<file path="src/rtl/tfp_pkg.sv">
`timescale 1ns/1ps
package tfp_pkg;
    localparam logic [1:0] A_DWORD  = 2'd0;
    localparam logic [1:0] A_FBYTE  = 2'd1;
    localparam logic [1:0] A_FWORD  = 2'd2;
    localparam logic [1:0] A_STATUS = 2'd3;

    localparam int ENTRY_W = 9;

    typedef enum logic [1:0] {
        ST_IDLE,
        ST_PUSH,
        ST_POP,
        ST_DONE
    } ctl_state_t;
endpackage

</file>
<file path="src/rtl/tfp_fifo.sv">
`timescale 1ns/1ps
module tfp_fifo #(
    parameter int W     = 9,
    parameter int DEPTH = 16
) (
    input  logic                       clk,
    input  logic                       rst_n,
    input  logic                       push,
    input  logic [W-1:0]               din,
    input  logic                       pop,
    output logic [W-1:0]               dout,
    output logic [$clog2(DEPTH):0]     count,
    output logic                       full,
    output logic                       empty
);
    localparam int AW = $clog2(DEPTH);
    localparam int CW = AW + 1;

    logic [W-1:0]  mem [DEPTH];
    logic [AW-1:0] wr_ptr, rd_ptr;
    logic          push_ok, pop_ok;

    assign full    = (count == CW'(DEPTH));
    assign empty   = (count == '0);
    assign push_ok = push && !full;
    assign pop_ok  = pop && !empty;
    assign dout    = mem[rd_ptr];

    always_ff @(posedge clk) begin
        if (push_ok) begin
            mem[wr_ptr] <= din;
        end
    end

    always_ff @(posedge clk or negedge rst_n) begin
        if (!rst_n) begin
            wr_ptr <= '0;
            rd_ptr <= '0;
            count  <= '0;
        end else begin
            if (push_ok) begin
                wr_ptr <= wr_ptr + 1'b1;
            end
            if (pop_ok) begin
                rd_ptr <= rd_ptr + 1'b1;
            end
            unique case ({push_ok, pop_ok})
                2'b10:   count <= count + 1'b1;
                2'b01:   count <= count - 1'b1;
                default: count <= count;
            endcase
        end
    end
endmodule

</file>
<file path="src/rtl/tfp_ctl.sv">
`timescale 1ns/1ps
module tfp_ctl
    import tfp_pkg::*;
#(
    parameter int DEPTH = 16
) (
    input  logic                   clk,
    input  logic                   rst_n,
    input  logic                   req,
    input  logic                   we,
    input  logic [1:0]             addr,
    input  logic [31:0]            wdata,
    output logic                   ack,
    output logic [31:0]            rdata,
    input  logic [$clog2(DEPTH):0] tx_count,
    input  logic                   tx_full,
    input  logic                   tx_empty,
    output logic                   tx_push,
    output logic [ENTRY_W-1:0]     tx_din,
    input  logic [$clog2(DEPTH):0] rx_count,
    input  logic                   rx_full,
    input  logic                   rx_empty,
    input  logic [ENTRY_W-1:0]     rx_head,
    output logic                   rx_pop,
    output logic                   ovf,
    output logic                   unf
);
    localparam int CW = $clog2(DEPTH) + 1;

    ctl_state_t    state, nxt;
    logic [31:0]   shreg;
    logic [31:0]   asm;
    logic [2:0]    left;
    logic          tag_pend;
    logic          first_rd;
    logic          word_op;
    logic          stat_sel;
    logic          size_tx, size_rx;
    logic          tag_seen;

    logic          is_stat, acc_word, acc_frame, tx_ok, rx_ok;
    logic [CW-1:0] need, free;
    logic [8:0]    status;

    // request decode
    always_comb begin
        is_stat   = (addr == A_STATUS);
        acc_word  = (addr != A_FBYTE);
        acc_frame = (addr != A_DWORD);
        need      = acc_word ? CW'(4) : CW'(1);
        free      = CW'(DEPTH) - tx_count;
        tx_ok     = (free >= need);
        rx_ok     = (rx_count >= need);
    end

    // next state
    always_comb begin
        nxt = state;
        unique case (state)
            ST_IDLE: begin
                if (req) begin
                    if (is_stat)  nxt = ST_DONE;
                    else if (we)  nxt = tx_ok ? ST_PUSH : ST_DONE;
                    else          nxt = rx_ok ? ST_POP  : ST_DONE;
                end
            end
            ST_PUSH: if (left == 3'd1) nxt = ST_DONE;
            ST_POP:  if (left == 3'd1) nxt = ST_DONE;
            ST_DONE: nxt = ST_IDLE;
            default: nxt = ST_IDLE;
        endcase
    end

    // state register
    always_ff @(posedge clk or negedge rst_n) begin
        if (!rst_n) state <= ST_IDLE;
        else        state <= nxt;
    end

    // outputs
    always_comb begin
        status  = {rx_empty, tag_seen, rx_full, tx_empty, tx_full,
                   unf, ovf, size_rx, size_tx};
        tx_push = (state == ST_PUSH);
        tx_din  = {tag_pend, shreg[7:0]};
        rx_pop  = (state == ST_POP);
        ack     = (state == ST_DONE);
        rdata   = stat_sel ? {23'd0, status} : asm;
    end

    // datapath
    always_ff @(posedge clk or negedge rst_n) begin
        if (!rst_n) begin
            shreg    <= '0;
            asm      <= '0;
            left     <= '0;
            tag_pend <= 1'b0;
            first_rd <= 1'b0;
            word_op  <= 1'b0;
            stat_sel <= 1'b0;
            size_tx  <= 1'b0;
            size_rx  <= 1'b0;
            tag_seen <= 1'b0;
            ovf      <= 1'b0;
            unf      <= 1'b0;
        end else begin
            unique case (state)
                ST_IDLE: begin
                    if (req) begin
                        stat_sel <= is_stat;
                        word_op  <= acc_word;
                        if (is_stat) begin
                            if (we && wdata[2]) ovf <= 1'b0;
                            if (we && wdata[3]) unf <= 1'b0;
                        end else if (we) begin
                            size_tx <= acc_word;
                            if (tx_ok) begin
                                shreg    <= wdata;
                                left     <= acc_word ? 3'd4 : 3'd1;
                                tag_pend <= acc_frame;
                            end else begin
                                ovf <= 1'b1;
                            end
                        end else begin
                            size_rx <= acc_word;
                            if (rx_ok) begin
                                left     <= acc_word ? 3'd4 : 3'd1;
                                asm      <= '0;
                                first_rd <= 1'b1;
                            end else begin
                                unf <= 1'b1;
                            end
                        end
                    end
                end
                ST_PUSH: begin
                    shreg    <= {8'd0, shreg[31:8]};
                    tag_pend <= 1'b0;
                    left     <= left - 3'd1;
                end
                ST_POP: begin
                    if (word_op) asm <= {rx_head[7:0], asm[31:8]};
                    else         asm <= {24'd0, rx_head[7:0]};
                    if (first_rd) tag_seen <= rx_head[8];
                    first_rd <= 1'b0;
                    left     <= left - 3'd1;
                end
                ST_DONE: begin
                end
                default: begin
                end
            endcase
        end
    end
endmodule

</file>
<file path="src/rtl/tagged_fifo_port.sv">
`timescale 1ns/1ps
module tagged_fifo_port
    import tfp_pkg::*;
#(
    parameter int DEPTH = 16
) (
    input  logic               clk,
    input  logic               rst_n,
    input  logic               bus_req,
    input  logic               bus_we,
    input  logic [1:0]         bus_addr,
    input  logic [31:0]        bus_wdata,
    output logic               bus_ack,
    output logic [31:0]        bus_rdata,
    input  logic               tx_pop,
    output logic [ENTRY_W-1:0] tx_dout,
    output logic               tx_empty,
    input  logic               rx_push,
    input  logic [ENTRY_W-1:0] rx_din,
    output logic               rx_full
);
    localparam int CW = $clog2(DEPTH) + 1;

    logic [CW-1:0]      tx_count_i, rx_count_i;
    logic               tx_full_i, rx_empty_i;
    logic               tx_push_i, rx_pop_i;
    logic [ENTRY_W-1:0] tx_din_i, rx_head_i;
    logic               ovf_i, unf_i;

    tfp_fifo #(.W(ENTRY_W), .DEPTH(DEPTH)) i_txq (
        .clk(clk), .rst_n(rst_n),
        .push(tx_push_i), .din(tx_din_i),
        .pop(tx_pop), .dout(tx_dout),
        .count(tx_count_i), .full(tx_full_i), .empty(tx_empty)
    );

    tfp_fifo #(.W(ENTRY_W), .DEPTH(DEPTH)) i_rxq (
        .clk(clk), .rst_n(rst_n),
        .push(rx_push), .din(rx_din),
        .pop(rx_pop_i), .dout(rx_head_i),
        .count(rx_count_i), .full(rx_full), .empty(rx_empty_i)
    );

    tfp_ctl #(.DEPTH(DEPTH)) i_ctl (
        .clk(clk), .rst_n(rst_n),
        .req(bus_req), .we(bus_we), .addr(bus_addr), .wdata(bus_wdata),
        .ack(bus_ack), .rdata(bus_rdata),
        .tx_count(tx_count_i), .tx_full(tx_full_i), .tx_empty(tx_empty),
        .tx_push(tx_push_i), .tx_din(tx_din_i),
        .rx_count(rx_count_i), .rx_full(rx_full), .rx_empty(rx_empty_i),
        .rx_head(rx_head_i), .rx_pop(rx_pop_i),
        .ovf(ovf_i), .unf(unf_i)
    );
endmodule

</file>
<file path="config.mk">
export PLATFORM = sky130hd
export DESIGN_NAME = tagged_fifo_port
export DESIGN_NICKNAME = d
export VERILOG_FILES = /design/src/rtl/tfp_pkg.sv /design/src/rtl/tfp_fifo.sv /design/src/rtl/tfp_ctl.sv /design/src/rtl/tagged_fifo_port.sv
export SDC_FILE = /design/constraint.sdc
export NUM_CORES = 1
export LEC_CHECK = 0
export ABC_CLOCK_PERIOD_IN_PS = 4900
export BUFFER_PORTS_ARGS = -buffer_cell sky130_fd_sc_hd__clkbuf_2
export CAP_MARGIN = 20
export CORE_MARGIN = 5
export CORE_UTILIZATION = 45
export CTS_BUF_LIST = sky130_fd_sc_hd__clkbuf_8
export CTS_CLUSTER_SIZE = 12
export DETAILED_ROUTE_END_ITERATION = 8
export HOLD_SLACK_MARGIN = 0.06
export PLACE_DENSITY = 0.59
export SYNTH_ARGS = -nofsm -noshare
export SYNTH_HDL_FRONTEND = slang
export SYNTH_HIERARCHICAL = 1
export SYNTH_SLANG_ARGS = --single-unit
export TNS_END_PERCENT = 20
</file>
<file path="constraint.sdc">
create_clock -name clk -period 4.9 [get_ports clk]
set_input_delay 0.735 -clock clk [delete_from_list [all_inputs] [get_ports clk]]
set_output_delay 0.735 -clock clk [all_outputs]
set_load 0.01 [all_outputs]
</file>
; ---- Word level (Yosys, flattened, before mapping)
; Memories as Yosys holds them, arrays and structs flattened.
; Cells that the tools add are included.
[totals]
in_bits = 49
ramBits = 288
n_memories = 2
ff_bits = 104
output_inout_bits = 44
[classes]
n_addsub = 10
mux = 51
eq_ne = 26
bitwise = 2
order_cmp = 2
n_reduce_logical = 31
[mem_list]
columns = memory, words, width, read_ports, rd_clocked_by_memory_dff, wr, line_no
row1 = i_rxq.mem, 16, 9, 1, 0, 1, tfp_fifo.sv:19  ; logic [W-1:0] mem [DEPTH];
row2 = i_txq.mem, 16, 9, 1, 0, 1, tfp_fifo.sv:19
[ops]
columns = operator, n
row1 = 2-to-1 mux 32 bit, 10
row2 = case mux 32 bit (2 select lines), 2
row3 = AND reduction 5 bit, 5
row4 = 2-to-1 mux 1 bit, 21
row5 = 2-to-1 mux 3 bit, 7
row6 = case mux 5 bit (2 select lines), 2
row7 = adder 4 x 1 -> 4 bit (second input constant), 4
row8 = inequality test 2 x 1 -> 1 bit (second input constant), 7
row9 = nonzero test 2 bit, 7
row10 = inequality test 2 bit (second input constant), 6
row11 = adder 5 x 1 -> 5 bit (second input constant), 2
row12 = == test 2 bit (second input constant), 5
row13 = == test 5 bit (second input constant), 2
row14 = >= comparator 5 bit, 2
row15 = zero test 5 bit, 2
row16 = 2-to-1 mux 2 bit, 5
row17 = subtractor 5 x 1 -> 5 bit (second input constant), 2
row18 = AND reduction 4 bit, 2
row19 = == test 2 x 1 -> 1 bit (second input constant), 3
row20 = logical AND 1 bit, 6
row21 = inequality test 3 x 2 -> 1 bit (second input constant), 2
row22 = case mux 2 bit (3 select lines), 1
row23 = case mux 3 bit (2 select lines), 1
row24 = AND reduction 2 bit, 3
row25 = 8 further kinds, 13

; ---- Longest topological paths before layout
; Gate-level depths: netlist of the first run.
[logic_depth]
ltp_word = 8
depth_mapped = 13
mapped_depth_nobuf = 12

; ---- By module
; Netlist of the first run, hierarchy kept.
[by_module_without_submodules]
columns = module, area_per_inst_um2, instances, cells_each
row1 = tfp_fifo at i_rxq, 6392.4, 1, 361
row2 = tfp_fifo at i_txq, 6342.3, 1, 346
row3 = tfp_ctl, 4383.0, 1, 472

; ---- Least setup slack after synthesis of the first run
; OpenSTA, ideal clock, no wires.
[synth_path]
path_type = in2reg
start = input bus_addr[0]
end = register i_ctl.shreg[16]
n_path_buf = 3
setup_ps = 130
cell_stages = 10
arrival_time_ps = 2748
setup_slack_ps = 2022
required_ps = 4770
cell_sequence = nor2b_1 ha_1 or3b_1 a221oi_1 o21a_1 buf_6 or3_1 buf_6 buf_2 a31oi_1
[synth_via]
elab_chain_cells = 5
elab_cells_between_ends = 7
classes_between = order compare (1) / eq/ne (4) / mux (1) / reduce/logical (1)
[synth_rtl]
columns = item, line_no
row1 = "start, declared", tagged_fifo_port.sv:11  ; input logic [1:0] bus_addr,
row2 = inequality test 2 x 1 -> 1 bit, tfp_ctl.sv:48  ; acc_word = (addr != A_FBYTE);
row3 = 2-to-1 mux 3 bit, tfp_ctl.sv:50  ; need = acc_word ? CW'(4) : CW'(1);
row4 = >= comparator 5 bit, tfp_ctl.sv:52  ; tx_ok = (free >= need);
row5 = inequality test 2 x 1 -> 1 bit (no line), --
row6 = AND reduction 5 bit (no line) *, --
row7 = "end signal, assigned", tfp_ctl.sv:118  ; shreg <= wdata;
row8 = "end signal, assigned", tfp_ctl.sv:137  ; shreg <= {8'd0, shreg[31:8]};
row9 = "end, declared", tfp_ctl.sv:31  ; logic [31:0] shreg;
; Mark *: on every way between the ends. The rest lies on a longest branch, timed or not.
; A chain may end at the register's enable or synchronous reset.

; ---- Worst setup path in the final report of the first run
[layout_path]
start = register i_txq.rd_ptr[0]
end = output tx_dout[7]
[layout_via]
elab_chain_cells = 1
[layout_rtl]
columns = item, line_no
row1 = "start, declared", tfp_fifo.sv:20  ; logic [AW-1:0] wr_ptr, rd_ptr;
row2 = "start signal, assigned", tfp_fifo.sv:45  ; rd_ptr <= rd_ptr + 1'b1;
row3 = memory read (16 x 9 bit), --
row4 = "end, declared", tagged_fifo_port.sv:16  ; output logic [ENTRY_W-1:0] tx_dout,
; No other way between the ends.

==> metrics.log, run 1 <==
INFO  metric detail_routed_net_length_per_standard_cell = roughly 20 um
INFO  metric fp-row-count = about 70
INFO  metric yosys_warnings = 6
INFO  metric drc_marker_count_from_the_first_detailed_route_iteration = between 600 and 700
INFO  metric cellPowerDensity = ~610 nW/um^2
INFO  metric clock-sinks = 392
INFO  metric irDropWorstVdd = 0.289 mV
INFO  metric synth_simple_gate_area_share = around 7.8%
INFO  metric fp.dieW = 205 um
INFO  metric cts-resized-gates = 0
INFO  metric clock_skew = about 0.021 ns
INFO  metric post_synth_mux_area_share = a little over a tenth
INFO  metric timing.critical_path.to_type = output pin
INFO  metric async_reset_ff_share = between 20% and 30%
INFO  metric syn_area_per_cell = ~15 sq um
INFO  metric track_usage = between 10% and 20%
INFO  metric first_global_vias = about 10,000
INFO  metric series_of_cell_instances_along_the_critical_path = buf_4 > mux4_2 > a22oi_1 > nand2_1 > clkbuf_2
INFO  metric synth-compound-area-share = under 10%
INFO  metric r2r_setup_slack = 1.54 ns
INFO  metric worst_setup_path_start_kind = flip-flop
INFO  metric coreArea = about 38,000 sq um
INFO  metric synth_top_family_by_area = multiplexers
INFO  metric totalNegativeSetupSlack = 0 ns
INFO  metric route.vias.total = a little under 10,000
INFO  metric dr_vias_cell = ~5.4
INFO  metric grt_start_max_net_pins = 67
INFO  metric detail-route-antenna-nets = 0
INFO  metric hold_buffers = 0
INFO  metric cts_setup_buffers = 0
INFO  metric worstReg2RegEnd = i_ctl/shreg[1]$_DFFE_PN0P_
INFO  metric setup_violations = 0
INFO  metric dr.pass1.iters = 5
INFO  metric worstMarginPinSlew = 1.05 ns
INFO  metric clock_path_buffers = 3
INFO  metric final_net_count = ~1,400
INFO  metric globalRouteOverflowTotal = 0
INFO  metric routed_wirelength = 36,800 um
INFO  metric post-route-cell-area = 19,100 sq um
INFO  metric ctsRootBufferMaster = sky130_fd_sc_hd__clkbuf_8
INFO  metric cts_made_buffers = 68
INFO  metric critical-path-slowest-cell = sky130_fd_sc_hd__dfrtp_4
INFO  metric setup.worst_path.class = flip-flop to output pin
INFO  metric final_common_cell = sky130_fd_sc_hd__edfxtp_1
INFO  metric synth_xor_xnor_area_share = under 10%
INFO  metric die_y = 205 um
INFO  metric min_period = around 3.7 ns
INFO  metric cts.clk_slew.worst_paths = approximately 0.06 ns
INFO  metric place.gp.congestion = ~0.81
INFO  metric max_freq = 272 MHz
INFO  metric ys_dominant_reg_cell = sky130_fd_sc_hd__edfxtp_1
INFO  metric fin_hold_ws = roughly 0.14 ns
INFO  metric setup_repair_after_global_routing_missed_its_margin = false
INFO  metric max-cap-violations = 0
INFO  metric hold_violations = 0
INFO  metric detail_route.drc_violations = 0
INFO  metric mostFrequentLayoutCells = sky130_fd_sc_hd__edfxtp_1, sky130_fd_sc_hd__nand2_1, sky130_fd_sc_hd__dfrtp_1
INFO  metric worst_r2r_startpoint = i_txq/count[0]$_DFFE_PN0P_
INFO  metric clk-insertion-delay-late = 0.58 ns
INFO  metric synth.ff_latch_count = just under 400
INFO  metric synth-adder-area-share = ~2.4%
INFO  metric syn_nets = roughly 1,300
INFO  metric io_pins = just over 90
INFO  metric filler_cell_count = ~3,200
INFO  metric outcome = finished, final reports clean
INFO  metric worst_ep_arrival_time = slightly below 3 ns
INFO  metric crit_fanout = slightly below 50
INFO  metric critPathLaunch = i_txq/rd_ptr[0]$_DFFE_PN0P_
INFO  metric drive_gt1_share = between 20% and 30%
INFO  metric grt_pass1_wl = between 50,000 and 60,000 um
INFO  metric totalPowerFinal = between 10 and 15 mW
INFO  metric reg2regPathDepth = 8
INFO  metric max_stage_delay = 0.99 ns
INFO  metric h-tree-depth = 3
INFO  metric cts_tree = done
INFO  metric hold_path_class = primary input to async pin
INFO  metric fin_crit_sh = about three quarters
INFO  metric leakagePower = just over 7 nW
INFO  metric antenna_cells_inserted = 0
INFO  metric placedInstanceArea = around 18,000 sq um
INFO  metric port-buffer-count = slightly above 90
INFO  metric syn2layout_area_growth = 11.8%
INFO  metric report.final.slew_viol_count = 0
INFO  metric timing.slew.headroom = between 20 and 30%
INFO  metric cp.required = between 4 and 5 ns
INFO  metric die_area = between 40,000 and 50,000 sq um
INFO  metric number_of_antenna_violations_at_the_first_check_in_global_routing = 0
INFO  metric synth_sequential_area_ratio = approximately 66%
INFO  metric syn_inst = 1,179
INFO  metric place_hpwl = 23,300 um
INFO  metric endpoint = tx_dout[7]
INFO  metric synthDistinctLibCells = 65
INFO  metric synthesis.area = roughly 17,000 sq um
INFO  metric initial_cell_density_of_the_core = 45.6%
INFO  metric number_of_enable_flip_flop_cells_after_synthesis = approximately 290
## final cells by class
type	count	area (sq um)	share of cell area, %
Sequential cell	392	11300	58.8
Tap cell	511	639	3.34
Clock inverter	40	200	1.05
Clock buffer	77	1060	5.54
Inverter	23	86.3	0.451
Timing Repair Buffer	110	618	3.23
Multi-Input combinational cell	680	5280	27.6
## stage by stage
step	util, %	setup WS (ns)	instances
final	50.9	1.22	1833
after detailed placement	47.5	1.15	1714
after global placement	47.5	1.20	1713
after floorplan	-	2.02	1179
after CTS	50.9	1.12	1831
after global routing	50.9	1.03	1833
## Yosys cell counts (9+ instances only)
| cell type | n | area [sq um] |
|---|---|---|
| sky130_fd_sc_hd__a21oi_1 | 19 | 95.1 |
| sky130_fd_sc_hd__a221oi_1 | 24 | 210 |
| sky130_fd_sc_hd__buf_4 | 15 | 113 |
| sky130_fd_sc_hd__nor4_1 | 17 | 106 |
| sky130_fd_sc_hd__ha_1 | 30 | 375 |
| sky130_fd_sc_hd__edfxtp_1 | 288 | 8650 |
| sky130_fd_sc_hd__clkbuf_1 | 33 | 124 |
| sky130_fd_sc_hd__dfrtp_1 | 104 | 2600 |
| sky130_fd_sc_hd__mux2i_1 | 68 | 681 |
| sky130_fd_sc_hd__nand2_1 | 119 | 447 |
| sky130_fd_sc_hd__mux2_2 | 29 | 327 |
| sky130_fd_sc_hd__nor2b_1 | 31 | 194 |
| sky130_fd_sc_hd__a22oi_1 | 18 | 135 |
| sky130_fd_sc_hd__inv_1 | 21 | 78.8 |
| sky130_fd_sc_hd__xnor2_1 | 19 | 166 |
| sky130_fd_sc_hd__a31oi_1 | 16 | 100 |
| sky130_fd_sc_hd__buf_2 | 14 | 70.1 |
| sky130_fd_sc_hd__nor2_1 | 35 | 131 |
| sky130_fd_sc_hd__nor3_1 | 9 | 45.0 |
| sky130_fd_sc_hd__nand3_1 | 22 | 110 |
| sky130_fd_sc_hd__o21ai_0 | 93 | 465 |
| sky130_fd_sc_hd__mux4_2 | 36 | 811 |
| sky130_fd_sc_hd__buf_6 | 15 | 169 |
## routing by layer
layer	global-route usage, %	part of all wire (%)	up-vias
li1	-	-	4688
met1	25.1	45	4899
met2	28.6	48	198
met3	3.07	4.1	66
met4	6.15	2.4	0
met5	0	0	-
## cells by family (layout without fill, tap and decap cells)
kind of cell | after synthesis | in the layout
and+or+nand+nor | 273 | 273
adders and majority gates | 32 | 32
muxes | 135 | 135
buffers and inverters | 107 | 250
AOI/OAI and AO/OA | 216 | 216
DFF | 392 | 392
xor gates and xnor gates | 24 | 24
## worst min-delay path by stage
stage	start	end	slack, ns	depth (start not counted)
after floorplan	rst_n	i_ctl/asm[0]$_DFFE_PN0P_	0.44	0
after global placement	i_ctl/asm[7]$_DFFE_PN0P_	i_ctl/asm[7]$_DFFE_PN0P_	0.46	2
after detailed placement	i_ctl/asm[7]$_DFFE_PN0P_	i_ctl/asm[7]$_DFFE_PN0P_	0.48	2
after CTS	rst_n	i_ctl/word_op$_DFFE_PN0P_	0.11	1
after global routing	rst_n	i_ctl/asm[21]$_DFFE_PN0P_	0.16	1
final	rst_n	i_ctl/word_op$_DFFE_PN0P_	0.14	1
## sequential cells by signal (all words and copies together), names as in the netlist, 3 cells and up
register,flops
i_ctl/left,3
i_rxq/mem,144
i_txq/wr_ptr,4
i_rxq/rd_ptr,4
i_rxq/wr_ptr,4
i_txq/rd_ptr,4
i_txq/count,5
i_ctl/asm,32
i_txq/mem,144
i_rxq/count,5
i_ctl/shreg,32
## report_power, final
| group | internal, mW | total, mW | switching (mW) |
|---|---|---|---|
| logic | 1.66 | 3.75 | 2.09 |
| clock network | 1.48 | 2.74 | 1.26 |
| registers | 4.33 | 5.20 | 0.861 |
## worst max-delay path: cells and delay by family (launching register included)
kind	cells	cell delay, ns
AO/OA/AOI/OAI	1	0.20
AND/OR/NAND/NOR	1	0.08
buffers and inverters	2	0.49
multiplexers	1	0.59
flip-flops	1	0.99
Power figures use the tool's default switching activity.
==> inputs of run 2 (changes only) <==
Settings changed: ABC_CLOCK_PERIOD_IN_PS 4900 to 3400.
Clock period 4.9 ns to 3.4 ns, I/O delays scaled along.
==> run 2 against run 1 <==
Against the previous run: die area unchanged; clock power is 37% higher; power is 45% higher; core utilization is 0.70 points higher; highest routed layer unchanged; register-to-register slack got worse by 1.0 ns; hold slack better by 0.0093 ns; sequential share of layout area is 0.80 points lower; largest power group unchanged; final area rose by 1.4%; clock-buffer cell count decreased by 6; non-clock buffer count increased by 42.
==> metrics.log, run 2 (synthesis gave the netlist of run 1 again) <==
INFO  metric filler_cell_count = 3,215 (+0.82%)
INFO  metric grt_pass1_wl = 58,800 um (about the same)
INFO  metric share_clk_of_total_power = 22.3% (-1.2 points)
INFO  metric worstMarginPinSlew = 0.855 ns (-0.199 ns)
INFO  metric detail_routed_net_length_per_standard_cell = 19.9 um (-0.86%)
INFO  metric place.gp.congestion = 0.802 (-1.3%)
INFO  metric clock_path_buffers = 3 (unchanged)
INFO  metric cellPowerDensity = 871 nW/um^2 (+43%)
INFO  metric setup_repair_after_global_routing_missed_its_margin = false
INFO  metric netSwitchingPower = 6.08 mW (+44%)
INFO  metric syn2layout_area_growth = 13.4%
INFO  metric cell_internal_pwr = 10.8 mW (+45%)
INFO  metric cts.clk_slew.worst_paths = 0.06 ns (about the same)
INFO  metric port-buffer-count = 92 (unchanged)
INFO  metric routed_wirelength = 37,200 um (+1.2%)
INFO  metric share_seq_of_total_power = 43.1% (-1.3 points)
INFO  metric detail_route.drc_violations = 0 (unchanged)
INFO  metric max_freq = a little over 300 MHz
INFO  metric setup_slack_placement = 0.381 ns (-0.772 ns)
INFO  metric globalRouteOverflowTotal = 0 (unchanged)
INFO  metric outcome = finished, final reports clean
INFO  metric first_global_vias = 10,222 (-0.51%)
INFO  metric min_period = between 3 and 4 ns
INFO  metric final.setup.worst_slack = 0.151 ns (-1.07 ns)
INFO  metric fp-row-count = 71 (unchanged)
INFO  metric fin_crit_sh = a little over nine tenths
INFO  metric place_hpwl = 24,000 um (+2.8%)
INFO  metric dr_vias_cell = 5.33 (-0.75%)
INFO  metric cts_made_buffers = 66 (-2.9%)
INFO  metric totalPowerFinal = 16.9 mW (+45%)
INFO  metric largestRegisters = i_rxq/mem: 144 flops, i_txq/mem: 144 flops
INFO  metric worst_ep_arrival_time = 2.74 ns (-0.21 ns)
INFO  metric clk-insertion-delay-late = 0.59 ns (about the same)
INFO  metric fp.dieW = 205 um (unchanged)
INFO  metric timing.critical_path.to_type = output pin
INFO  metric hold_path_class = primary input to flip-flop
INFO  metric final_net_count = 1,396 (+2.9%)
INFO  metric cts-resized-gates = 0 (unchanged)
INFO  metric grt_start_max_net_pins = 57 (-15%)
INFO  metric crit_fanout = 29 (-41%)
INFO  metric fin_hold_ws = 0.153 ns (+0.00933 ns)
INFO  metric detail-route-antenna-nets = 0 (unchanged)
INFO  metric dr.pass1.iters = 5 (unchanged)
INFO  metric setup.worst_path.class = flip-flop to output pin
INFO  metric clock-sinks = 392 (unchanged)
INFO  metric ctsRootBufferMaster = sky130_fd_sc_hd__clkbuf_8
INFO  metric hold_violations = 0 (unchanged)
INFO  metric timing.slew.headroom = 43.0% (+13 points)
INFO  metric power_switching_share = 36.0% (-0.046 points)
INFO  metric initial_cell_density_of_the_core = 45.6% (unchanged)
INFO  metric report.final.slew_viol_count = 0 (unchanged)
INFO  metric cts_tree = done
INFO  metric coreArea = 37,600 sq um (unchanged)
INFO  metric totalNegativeSetupSlack = 0 ns (unchanged)
INFO  metric antenna_cells_inserted = 0 (unchanged)
INFO  metric setup_violations = 0 (unchanged)
INFO  metric drive_gt1_share = 23.2% (+1.3 points)
INFO  metric irDropWorstVdd = 0.369 mV (+27%)
INFO  metric h-tree-depth = 3 (unchanged)
INFO  metric pwr-share-comb = 34.7% (+2.6 points)
INFO  metric drc_marker_count_from_the_first_detailed_route_iteration = 694 (+13%)
INFO  metric clock_skew = 0.0173 ns (-0.00382 ns)
INFO  metric route.vias.total = 9,980 (+1.3%)
INFO  metric cp.required = 2.89 ns (-1.27 ns)
INFO  metric die_area = 42,000 sq um (unchanged)
INFO  metric mostFrequentLayoutCells = sky130_fd_sc_hd__edfxtp_1, sky130_fd_sc_hd__nand2_1, sky130_fd_sc_hd__dfrtp_1
INFO  metric max-cap-violations = 0 (unchanged)
INFO  metric number_of_antenna_violations_at_the_first_check_in_global_routing = 0 (unchanged)
INFO  metric io_pins = 93 (unchanged)
INFO  metric leakagePower = 7.35 nW (+2.8%)
INFO  metric final_common_cell = sky130_fd_sc_hd__edfxtp_1
INFO  metric track_usage = 18.1% (+0.14 points)
INFO  metric worst_setup_path_start_kind = flip-flop
INFO  metric die_y = 205 um (unchanged)
INFO  metric finish.utilization = 51.6% (+0.70 points)
## run 2: power by group through the flow
| stage | logic, mW | clock network, mW | registers (mW) |
|---|---|---|---|
| after CTS | 5.94 | 3.90 | 7.29 |
| after global placement | 5.84 | 0 | 7.34 |
| after global routing | 6.49 | 4.12 | 7.43 |
| after detailed placement | 5.92 | 0 | 7.38 |
| final | 5.86 | 3.76 | 7.28 |
| after floorplan | 4.79 | 0 | 6.64 |
## run 2: final timing paths
path	from	endpoint	slack, ns	depth (start not counted)
setup / recovery	i_txq/rd_ptr[0]$_DFFE_PN0P_	tx_dout[5]	0.15	6
min in group asynchronous	rst_n	i_ctl/asm[6]$_DFFE_PN0P_	0.49	2
setup reg to reg	i_rxq/count[0]$_DFFE_PN0P_	i_rxq/count[4]$_DFFE_PN0P_	0.52	12
hold reg to reg	i_ctl/size_tx$_DFFE_PN0P_	i_ctl/size_tx$_DFFE_PN0P_	0.48	2
hold / removal	bus_wdata[31]	i_ctl/shreg[31]$_DFFE_PN0P_	0.15	3
max in group asynchronous	rst_n	i_txq/rd_ptr[0]$_DFFE_PN0P_	2.11	3
## run 2: worst max-delay path, cell delays in order (launching register included)
cell	delay (ns)
sky130_fd_sc_hd__dfrtp_4	0.77
sky130_fd_sc_hd__buf_12	0.30
sky130_fd_sc_hd__mux2i_1	0.13
sky130_fd_sc_hd__a221oi_1	0.50
sky130_fd_sc_hd__a22oi_1	0.17
sky130_fd_sc_hd__nand2_1	0.13
sky130_fd_sc_hd__clkbuf_2	0.14
## run 2: metal layers
layer  GRT usage [%]  vias up  part of all wire, %
li1                -     4760                    -
met1            24.9     4931                   45
met2            29.2      230                   49
met3            3.50       59                  4.2
met4            5.96        0                  2.4
met5               0        -                    0
## run 2: final cells by class
type,count,area (sq um),share of cell area (%)
multi-input combinational,680,5260,27.1
tap,511,639,3.29
inverter,23,86.3,0.445
sequential,392,11300,58.0
clock buffer,71,977,5.04
clock inverter,42,194,0.999
timing repair buffer,152,991,5.11
## run 2: per-stage QoR
stage	instance area, sq um	std cells
2_1_floorplan	17100	1179
3_3_place_gp	18200	1757
3_5_place_dp	18200	1757
4_1_cts	19400	1871
5_1_grt	19400	1871
6_report	19400	1871
## run 2: repair_timing
| action | 4_1_cts | 5_1_grt |
|---|---|---|
| hold endpoints to repair | 48 | 0 |
| hold buffers | 1 | 0 |
| setup buffers | 0 | 0 |
